## src/rtl/fp_align_pkg.sv

```systemverilog
package fp_align_pkg;

    typedef enum logic [0:0] {
        PH_IDLE  = 1'b0,
        PH_ALIGN = 1'b1
    } phase_t;

    typedef enum logic [1:0] {
        SM_KEEP  = 2'd0,
        SM_CLEAR = 2'd1,
        SM_SET   = 2'd2,
        SM_FLIP  = 2'd3
    } sign_mod_t;

    function automatic logic sign_adjust(input logic s, input logic [1:0] m);
        logic r;
        case (sign_mod_t'(m))
            SM_CLEAR: r = 1'b0;
            SM_SET:   r = 1'b1;
            SM_FLIP:  r = ~s;
            default:  r = s;
        endcase
        return r;
    endfunction

endpackage

```

## src/rtl/fp_align_bypass.sv

```systemverilog
module fp_align_bypass #(
    parameter int FRAC_W = 35,
    parameter int DIF_W  = 19
) (
    input  logic                     a_zero_i,
    input  logic                     b_zero_i,
    input  logic signed [DIF_W-1:0]  diff_i,
    output logic                     take_b_o,
    output logic                     take_a_o
);
    localparam logic signed [DIF_W-1:0] REACH = DIF_W'(FRAC_W);

    logic far_below;
    logic far_above;

    always_comb begin
        far_below = diff_i < -REACH;
        far_above = diff_i > REACH;
        take_b_o  = a_zero_i || far_below;
        take_a_o  = !take_b_o && (b_zero_i || far_above);
    end
endmodule

```

## src/rtl/fp_align_rshift.sv

```systemverilog
module fp_align_rshift #(
    parameter int FRAC_W = 35
) (
    input  logic [FRAC_W-1:0] frac_i,
    input  logic [FRAC_W-1:0] spill_i,
    output logic [FRAC_W-1:0] frac_o,
    output logic [FRAC_W-1:0] spill_o
);
    always_comb begin
        frac_o  = {1'b0, frac_i[FRAC_W-1:1]};
        spill_o = {frac_i[0], spill_i[FRAC_W-1:1]};
    end
endmodule

```

## src/rtl/fp_align_combine.sv

```systemverilog
module fp_align_combine
    import fp_align_pkg::*;
#(
    parameter int EXP_W  = 18,
    parameter int FRAC_W = 35
) (
    input  logic [FRAC_W-1:0] fa_i,
    input  logic [FRAC_W-1:0] fb_i,
    input  logic              shifted_b_i,
    input  logic              spill_top_i,
    input  logic              no_round_i,
    input  logic              eff_sub_i,
    input  logic              sign_a_i,
    input  logic [EXP_W-1:0]  exp_i,
    input  logic [1:0]        sign_mod_i,
    output logic [FRAC_W-1:0] frac_o,
    output logic [EXP_W-1:0]  exp_o,
    output logic              sign_o,
    output logic              guard_o
);
    logic              rnd;
    logic [FRAC_W-1:0] ra;
    logic [FRAC_W-1:0] rb;
    logic              a_less;
    logic [FRAC_W:0]   sum;
    logic              raw_sign;
    logic              lost;

    always_comb begin
        rnd      = !no_round_i && spill_top_i;
        ra       = fa_i + FRAC_W'(rnd && !shifted_b_i);
        rb       = fb_i + FRAC_W'(rnd && shifted_b_i);
        a_less   = ra < rb;
        sum      = {1'b0, ra} + {1'b0, rb};
        lost     = 1'b0;
        exp_o    = exp_i;
        raw_sign = sign_a_i;
        if (eff_sub_i) begin
            frac_o   = a_less ? (rb - ra) : (ra - rb);
            raw_sign = sign_a_i ^ a_less;
        end else if (sum[FRAC_W]) begin
            lost   = sum[0];
            exp_o  = exp_i + EXP_W'(1);
            frac_o = sum[FRAC_W:1] + FRAC_W'(!no_round_i && sum[0]);
        end else begin
            frac_o = sum[FRAC_W-1:0];
        end
        guard_o = lost;
        sign_o  = sign_adjust(raw_sign, sign_mod_i);
    end
endmodule

```

## src/rtl/fp_align_addsub.sv

```systemverilog
module fp_align_addsub
    import fp_align_pkg::*;
#(
    parameter int EXP_W  = 18,
    parameter int FRAC_W = 35
) (
    input  logic              clk,
    input  logic              rst_n,
    input  logic              start_i,
    input  logic [EXP_W-1:0]  a_exp_i,
    input  logic              a_sign_i,
    input  logic [FRAC_W-1:0] a_frac_i,
    input  logic [EXP_W-1:0]  b_exp_i,
    input  logic              b_sign_i,
    input  logic [FRAC_W-1:0] b_frac_i,
    input  logic              sub_i,
    input  logic              no_round_i,
    input  logic [1:0]        sign_mod_i,
    output logic [EXP_W-1:0]  res_exp_o,
    output logic              res_sign_o,
    output logic [FRAC_W-1:0] res_frac_o,
    output logic [FRAC_W-1:0] spill_o,
    output logic              guard_o,
    output logic              done_o
);
    localparam int DIF_W = EXP_W + 1;
    localparam int CNT_W = $clog2(FRAC_W + 1);

    typedef struct packed {
        phase_t             phase;
        logic [CNT_W-1:0]   cnt;
        logic [FRAC_W-1:0]  wa;
        logic [FRAC_W-1:0]  wb;
        logic [EXP_W-1:0]   wexp;
        logic               sa;
        logic               sb;
        logic               sub;
        logic               nornd;
        logic [1:0]         smod;
        logic               shift_b;
        logic [FRAC_W-1:0]  spill;
        logic [EXP_W-1:0]   rexp;
        logic               rsign;
        logic [FRAC_W-1:0]  rfrac;
        logic               guard;
        logic               done;
    } regs_t;

    regs_t q, d;

    logic signed [DIF_W-1:0] diff;
    logic [DIF_W-1:0]        diff_mag;
    logic                    take_b;
    logic                    take_a;
    logic                    busy;

    logic [FRAC_W-1:0] sh_in;
    logic [FRAC_W-1:0] sh_frac;
    logic [FRAC_W-1:0] sh_spill;

    logic [FRAC_W-1:0] cb_frac;
    logic [EXP_W-1:0]  cb_exp;
    logic              cb_sign;
    logic              cb_guard;

    always_comb begin
        diff     = $signed({a_exp_i[EXP_W-1], a_exp_i}) - $signed({b_exp_i[EXP_W-1], b_exp_i});
        diff_mag = diff[DIF_W-1] ? DIF_W'(-diff) : DIF_W'(diff);
        busy     = (q.phase == PH_ALIGN);
        sh_in    = q.shift_b ? q.wb : q.wa;
    end

    fp_align_bypass #(.FRAC_W(FRAC_W), .DIF_W(DIF_W)) u_bypass (
        .a_zero_i (a_frac_i == '0),
        .b_zero_i (b_frac_i == '0),
        .diff_i   (diff),
        .take_b_o (take_b),
        .take_a_o (take_a)
    );

    fp_align_rshift #(.FRAC_W(FRAC_W)) u_shift (
        .frac_i  (sh_in),
        .spill_i (q.spill),
        .frac_o  (sh_frac),
        .spill_o (sh_spill)
    );

    fp_align_combine #(.EXP_W(EXP_W), .FRAC_W(FRAC_W)) u_combine (
        .fa_i        (q.wa),
        .fb_i        (q.wb),
        .shifted_b_i (q.shift_b),
        .spill_top_i (q.spill[FRAC_W-1]),
        .no_round_i  (q.nornd),
        .eff_sub_i   (q.sa ^ q.sb ^ q.sub),
        .sign_a_i    (q.sa),
        .exp_i       (q.wexp),
        .sign_mod_i  (q.smod),
        .frac_o      (cb_frac),
        .exp_o       (cb_exp),
        .sign_o      (cb_sign),
        .guard_o     (cb_guard)
    );

    always_comb begin
        d      = q;
        d.done = 1'b0;
        case (q.phase)
            PH_IDLE: begin
                if (start_i) begin
                    d.spill = '0;
                    d.guard = 1'b0;
                    if (take_b) begin
                        d.rexp  = b_exp_i;
                        d.rfrac = b_frac_i;
                        d.rsign = sign_adjust(b_sign_i ^ sub_i, sign_mod_i);
                        d.done  = 1'b1;
                    end else if (take_a) begin
                        d.rexp  = a_exp_i;
                        d.rfrac = a_frac_i;
                        d.rsign = sign_adjust(a_sign_i, sign_mod_i);
                        d.done  = 1'b1;
                    end else begin
                        d.phase   = PH_ALIGN;
                        d.wa      = a_frac_i;
                        d.wb      = b_frac_i;
                        d.sa      = a_sign_i;
                        d.sb      = b_sign_i;
                        d.sub     = sub_i;
                        d.nornd   = no_round_i;
                        d.smod    = sign_mod_i;
                        d.shift_b = !diff[DIF_W-1];
                        d.wexp    = diff[DIF_W-1] ? b_exp_i : a_exp_i;
                        d.cnt     = diff_mag[CNT_W-1:0];
                    end
                end
            end
            PH_ALIGN: begin
                if (q.cnt != '0) begin
                    d.cnt   = q.cnt - CNT_W'(1);
                    d.spill = sh_spill;
                    if (q.shift_b) begin
                        d.wb = sh_frac;
                    end else begin
                        d.wa = sh_frac;
                    end
                end else begin
                    d.rfrac = cb_frac;
                    d.rexp  = cb_exp;
                    d.rsign = cb_sign;
                    d.guard = cb_guard;
                    d.done  = 1'b1;
                    d.phase = PH_IDLE;
                end
            end
            default: d.phase = PH_IDLE;
        endcase
    end

    always_ff @(posedge clk) begin
        if (!rst_n) begin
            q <= '0;
        end else begin
            q <= d;
        end
    end

    assign res_exp_o  = q.rexp;
    assign res_sign_o = q.rsign;
    assign res_frac_o = q.rfrac;
    assign spill_o    = q.spill;
    assign guard_o    = q.guard;
    assign done_o     = q.done;
endmodule

```

## config.mk

```make
export PLATFORM = sky130hd
export DESIGN_NAME = fp_align_addsub
export DESIGN_NICKNAME = d
export VERILOG_FILES = /design/src/rtl/fp_align_pkg.sv /design/src/rtl/fp_align_bypass.sv /design/src/rtl/fp_align_rshift.sv /design/src/rtl/fp_align_combine.sv /design/src/rtl/fp_align_addsub.sv
export SDC_FILE = /design/constraint.sdc
export NUM_CORES = 1
export LEC_CHECK = 0
export BUFFER_PORTS_ARGS = -buffer_cell sky130_fd_sc_hd__buf_2
export CORE_UTILIZATION = 40
export DETAILED_ROUTE_END_ITERATION = 7
export SLEW_MARGIN = 15
export SYNTH_ARGS = -nofsm -noshare
export SYNTH_HDL_FRONTEND = slang
export SYNTH_SLANG_ARGS = --single-unit
export TNS_END_PERCENT = 50
```

## constraint.sdc

```tcl
create_clock -name clk -period 7.95 [get_ports clk]
set_clock_uncertainty 0.15 [all_clocks]
set_input_delay 0 -clock clk [delete_from_list [all_inputs] [get_ports clk]]
set_output_delay 0 -clock clk [all_outputs]
set_load 0.05 [all_outputs]
```

==> flow_metrics.py, run 1 <==
metrics = {
    "placed_design": {
        "finalWeightedCongestion": 0.999,
        "hpwl_mm": 60.3,
        "dpl_cell_area_mm2": 0.0204,
        "place_ws_ns": 0.560,
        "io_buffers": 205,
        "placed_cells": 3270,
    },
    "sta": {
        "grt_setup_unrepaired": "no",
        "hold_violations": 0,
        "worst_pin_slew_ns": 1.12,
        "final.min_clock_period_ns": 7.38,
        "final-max-slew-violation-count": 0,
        "setup_ws_ns": 0.568,
        "setup_violations": 0,
        "final.setup.tns_ns": 0,
        "max_freq_ghz": 0.135,
        "post-route-period-util_pct": 92.9,
        "relSlewSlack_pct": 25.6,
        "fin_hold_ws_ns": 0.0451,
    },
    "worst_setup_path": {
        "critical_path_buf_inv_count": 1,
        "worst-r2r-cell-count": 20,
        "cp-end-kind": "register",
        "cpPeakStageDelay_ns": 0.83,
        "r2r-end": "res_frac_o[29]",
        "rr_startpoint": "q[91]",
        "reg2reg_slack_ns": 0.57,
        "critPathLaunchType": "register",
        "critPathArrivalTime_ns": 7.64,
        "required_ns": 8.21,
        "path_cells": "buf_4, nor3b_1, ha_1, ha_1, and3_1, nand4_1, xnor2_1, ha_1, nand3_1, a211oi_1, a211oi_1, nand2_1, a311oi_1, and4_1, nand4_1, nor4_4, mux2i_1, nor2_1, a2111oi_0, o221a_2",
        "worstPathMaxFanout": 15,
        "slowest_stage": "a211oi_1",
        "cp_top_family": "simple AND/OR/NAND/NOR gates",
        "critPathKind": "reg -> reg",
        "crit_top_cell": "ha_1",
    },
    "pwr": {
        "peakVddDrop_uv": 164,
        "p_int_mw": 2.55,
        "power.total_mw": 5.10,
        "leakagePower_nw": 9.06,
        "power.density_mw_per_mm2": 229,
        "p_sw_share_pct": 50.0,
        "power_frac_seq_pct": 23.3,
        "pwr-share-clk_pct": 17.2,
        "p_comb_share_pct": 59.5,
        "power_switching_mw": 2.55,
    },
    "min_path": {
        "min_path_type": "in -> reg",
        "hold_end": "spill_o[4]",
        "hold_depth": 2,
        "hp-start": "rst_n",
    },
    "detailed_routing": {
        "drc": 0,
        "antenna_left": 0,
        "wl_per_cell_um": 23.2,
        "routed_via_density": 6.23,
        "drt_wl_total_mm": 79.6,
        "drt-initial-drc-count": 2203,
        "via_count": 21391,
        "first_pass_iters": 6,
    },
    "synthesis": {
        "syn-num-nets": 2915,
        "ys.flop_type": "dfxtp_1",
        "synth.distinct_cells": 89,
        "synth_area_mm2": 0.0196,
        "synthArstFlopShare_pct": 0,
        "syn_inst": 2664,
        "synth_area_leader_cell": "dfxtp_1",
        "synth-seq-cells": 193,
        "synthTopCellsByArea": "dfxtp_1 20%, ha_1 8.4%, a21oi_1 7.6%",
        "synth_top_area_share_pct": 19.7,
        "ys_warn_count": 0,
        "synth_edf_count": 0,
        "avgSynthCellArea_um2": 7.35,
        "ys_seq_area_share_pct": 19.7,
    },
    "final_layout": {
        "mostFrequentLayoutCell": "a21oi_1",
        "final_cell_mix": "298 x a21oi_1, 204 x buf_2, 199 x nor2_1",
        "final_util_pct": 46.3,
        "area_growth_pct": 13.6,
        "layout.nets": 3056,
        "drive_gt1_share_pct": 11.5,
        "fin_cells": 3434,
        "final_area_mm2": 0.0223,
        "fillers": 4782,
    },
    "cts": {
        "cts_sinks": 193,
        "htree_num_levels": 4,
        "clock_latency_ns": 0.47,
        "cts_max_path_buffers": 2,
        "clkSlewWorstSetupHoldPaths_ns": 0.07,
        "cts_buffers": 17,
        "cts_tree": "yes",
        "cts_root_buf": "clkbuf_16",
    },
    "die": {
        "die_h_um": 223,
        "die_area_mm2": 0.0499,
        "core-area_mm2": 0.0480,
        "start_util_pct": 40.8,
        "std_cell_rows": 80,
        "chipWidth_um": 223,
        "pin_count": 206,
    },
    "global_routing": {
        "grt_antenna_before_repair": 1,
        "first_global_vias": 19952,
        "grt-ovfl-total": 0,
        "track_usage_pct": 31.0,
        "grt_pass1_wl_mm": 120,
        "grt_max_degree": 103,
    },
    "flow_run": {
        "timing.max_cap.violations": 0,
    },
    "outcome": {
        "status": "finished clean",
    },
}
cells in the mapped netlist (all sizes together), types with 47 or more instances:
| cell | count |
|---|---|
| xor2 | 64 |
| inv | 148 |
| mux2i | 81 |
| clkbuf | 97 |
| a21boi | 47 |
| xnor2 | 103 |
| a21oi | 300 |
| nor3 | 59 |
| nand3 | 83 |
| and3 | 52 |
| ha | 132 |
| o21ai | 197 |
| buf | 149 |
| nor2 | 201 |
| dfxtp | 193 |
| nand2 | 200 |
power by group through the flow:
stage / clock, mW / sequential (mW) / combinational (mW)
floorplan: 0 / 1.16 / 2.05
global placement: 0 / 1.20 / 2.86
detailed placement: 0 / 1.20 / 2.86
CTS: 0.886 / 1.18 / 2.94
global route: 0.923 / 1.20 / 3.22
finish: 0.879 / 1.19 / 3.04
cell type report:
class	count	area (um^2)	area share [%]
antenna	1	2.50	0.0112
timing repair buffer	368	2590	11.6
clock buffer	19	443	1.99
inverter	153	574	2.58
tap	615	769	3.46
clock inverter	13	128	0.573
multi-input combinational	2072	13900	62.4
sequential	193	3860	17.4
metal layers:
layer | part of all wire, % | GRT usage (%)
met5 | 0 | 0
met1 | 43 | 41.8
met3 | 8.9 | 5.68
met4 | 4.5 | 13.7
met2 | 43 | 47.9
registers in the layout, indices dropped and copies added, names as in the netlist:
name        flops
busy            1
res_sign_o      1
spill_o        35
done_o          1
q             101
res_exp_o      18
guard_o         1
res_frac_o     35
cell families after synthesis:
kind of cell    count (synthesis)  share of synthesized area [%]
flops                         193                           19.7
buf+inv                       399                           9.82
fa+ha+maj                     136                           8.84
compound gates                909                           30.1
simple gates                  767                           19.3
mux                            93                           4.83
xor+xnor                      167                           7.47
worst max-delay path by stage:
| stage | from | endpoint | slack [ns] | cells past startpoint |
|---|---|---|---|---|
| 2_1_floorplan | q[91] | res_exp_o[12] | 1.63 | 28 |
| 3_3_place_gp | q[91] | res_exp_o[2] | 0.79 | 26 |
| 3_5_place_dp | q[91] | res_frac_o[31] | 0.56 | 26 |
| 4_1_cts | q[91] | res_frac_o[31] | 0.53 | 26 |
| 5_1_grt | q[91] | res_frac_o[31] | 0.11 | 26 |
| 6_report | q[91] | res_frac_o[29] | 0.57 | 20 |
what timing repair did:
item                                    CTS  global route
gates resized for setup                   0             2
setup buffers                             0             0
hold buffers                            130             1
endpoints found under the setup margin    0             6
hold endpoints to repair                143             2
Power figures use the tool's default switching activity.
==> inputs of run 2 (changes only) <==
==> constraint.sdc (replaced) <==
create_clock -name clk -period 9.2 [get_ports clk]
set_clock_uncertainty 0.15 [all_clocks]
set_input_delay 0 -clock clk [delete_from_list [all_inputs] [get_ports clk]]
set_output_delay 0 -clock clk [all_outputs]
set_load 0.05 [all_outputs]
==> run 2 against run 1 <==
Compared with the run above:
- sequential share of layout area about the same
- maximum frequency fell by 2.1%
- core utilization is 0.096 points lower
- critical endpoint is now res_exp_o[1]
- highest routed layer is now met5
- cell area is 0.21% lower
- die area did not move
- global-route usage is 0.68 points lower
- critical path depth rose by 5
==> flow_metrics.py, run 2 (synthesized netlist as in run 1, its figures left out) <==
metrics = {
    "die": {
        "chipWidth_um": 223,
        "core-area_mm2": 0.0480,
        "die_area_mm2": 0.0499,
        "die_h_um": 223,
        "pin_count": 206,
        "std_cell_rows": 80,
        "start_util_pct": 40.8,
    },
    "sta": {
        "setup_violations": 0,
        "final.min_clock_period_ns": 7.54,
        "max_freq_ghz": 0.133,
        "relSlewSlack_pct": 16.6,
        "post-route-period-util_pct": 81.9,
        "grt_setup_unrepaired": "no",
        "worst_pin_slew_ns": 1.25,
        "final.setup.tns_ns": 0,
        "final-max-slew-violation-count": 0,
        "hold_violations": 0,
    },
    "detailed_routing": {
        "drt-initial-drc-count": 2457,
        "routed_via_density": 6.18,
        "first_pass_iters": 6,
        "antenna_left": 0,
        "wl_per_cell_um": 22.8,
        "drt_wl_total_mm": 78.2,
        "drc": 0,
        "via_count": 21179,
    },
    "global_routing": {
        "grt_pass1_wl_mm": 118,
        "grt-ovfl-total": 0,
        "grt_max_degree": 113,
        "first_global_vias": 19487,
        "track_usage_pct": 30.3,
        "grt_antenna_before_repair": 2,
    },
    "min_path": {
        "min_path_type": "in -> reg",
        "hold_depth": 6,
    },
    "final_layout": {
        "final_cell_mix": "298 x a21oi_1, 204 x buf_2, 199 x nor2_1",
        "layout.nets": 3047,
        "regMostFlops": "q",
        "drive_gt1_share_pct": 11.2,
        "area_growth_pct": 13.4,
        "largest_reg_flops": 101,
        "fillers": 4849,
        "final_util_pct": 46.2,
        "mostFrequentLayoutCell": "a21oi_1",
    },
    "cts": {
        "cts_root_buf": "clkbuf_16",
        "cts_tree": "yes",
        "cts_buffers": 17,
        "cts_resized": 0,
        "htree_num_levels": 4,
        "clock_latency_ns": 0.46,
        "cts_max_path_buffers": 2,
        "cts_sinks": 193,
        "clkSlewWorstSetupHoldPaths_ns": 0.08,
    },
    "worst_setup_path": {
        "critPathLaunchType": "register",
        "worstPathMaxFanout": 28,
        "critPathKind": "reg -> reg",
        "cp-end-kind": "register",
        "worst-r2r-cell-count": 25,
        "required_ns": 9.40,
        "critPathArrivalTime_ns": 7.73,
    },
    "flow_run": {
        "timing.max_cap.violations": 0,
    },
    "pwr": {
        "peakVddDrop_uv": 149,
        "power.density_mw_per_mm2": 199,
        "leakagePower_nw": 9.03,
    },
    "placed_design": {
        "io_buffers": 205,
        "hpwl_mm": 59.5,
        "finalWeightedCongestion": 0.985,
    },
    "outcome": {
        "status": "finished clean",
    },
}
[run 2: critical path, cell delays in order, from the launching register on]
cell       delay (ns)
dfxtp_1          0.89
and3b_1          0.27
ha_1             0.17
ha_1             0.21
nand2_1          0.06
nor2_1           0.23
nand2_1          0.23
nor3_1           0.23
buf_4            0.17
nand2_1          0.06
nor2_1           0.26
and3_1           0.22
xor2_1           0.27
ha_1             0.59
and3_1           0.32
nand2_1          0.10
or4_1            0.57
a2111oi_0        0.38
nor2_1           0.18
o21a_1           0.22
buf_4            0.23
nor2_1           0.78
mux2i_1          0.27
o22ai_1          0.10
nor2_1           0.17
nor2_1           0.07
[run 2: report_power, final]
| group | switching, mW | total (mW) | internal [mW] |
|---|---|---|---|
| Sequential | 0.105 | 1.03 | 0.921 |
| Combinational | 1.70 | 2.57 | 0.869 |
| Clock | 0.395 | 0.811 | 0.416 |
[run 2: final cells by class]
class | instances | area, um^2 | area share, %
repair buffers | 359 | 2510 | 11.3
clock inverters | 15 | 189 | 0.851
flip-flops and latches | 193 | 3860 | 17.4
diodes | 2 | 5.00 | 0.0225
well taps | 615 | 769 | 3.46
inverters | 153 | 574 | 2.59
multi-input cells | 2072 | 13900 | 62.5
clock buffers | 17 | 425 | 1.92
[run 2: repair_timing]
action                                 CTS  global route
buffers inserted                         0             0
hold buffers                           130             0
endpoints found under the hold margin  146             0
[run 2: path summary, 6_finish.rpt]
check                 end  slack, ns     from
max          res_exp_o[1]       1.66    q[91]
min                q[187]       0.09  start_i
max reg2reg  res_exp_o[1]       1.66    q[91]
min reg2reg         q[93]       0.33    q[93]
[run 2: metal layers]
metal  GRT usage [%]  part of all wire (%)  up-vias  wire (um)
li1                -                     -     9830          -
met1            40.8                    43    10092      33900
met2            48.0                    44     1074      34500
met3            4.90                   8.1      181       6360
met4            12.4                   4.4        2       3400
met5               0                 0.014        -         11
[run 2: stage by stage]
stage / setup slack [ns] / hold WS, ns / cells / total power [mW] / cell area, um^2
detailed placement: 1.78 / 0.131 / 3262 / 3.47 / 20300
finish: 1.66 / 0.0909 / 3426 / 4.41 / 22200
global route: 1.12 / 0.0969 / 3425 / 4.62 / 22200
global placement: 1.94 / 0.119 / 3262 / 3.49 / 20300
floorplan: 2.88 / -0.0196 / 2664 / 2.77 / 19600
CTS: 1.73 / 0.0686 / 3424 / 4.34 / 22200
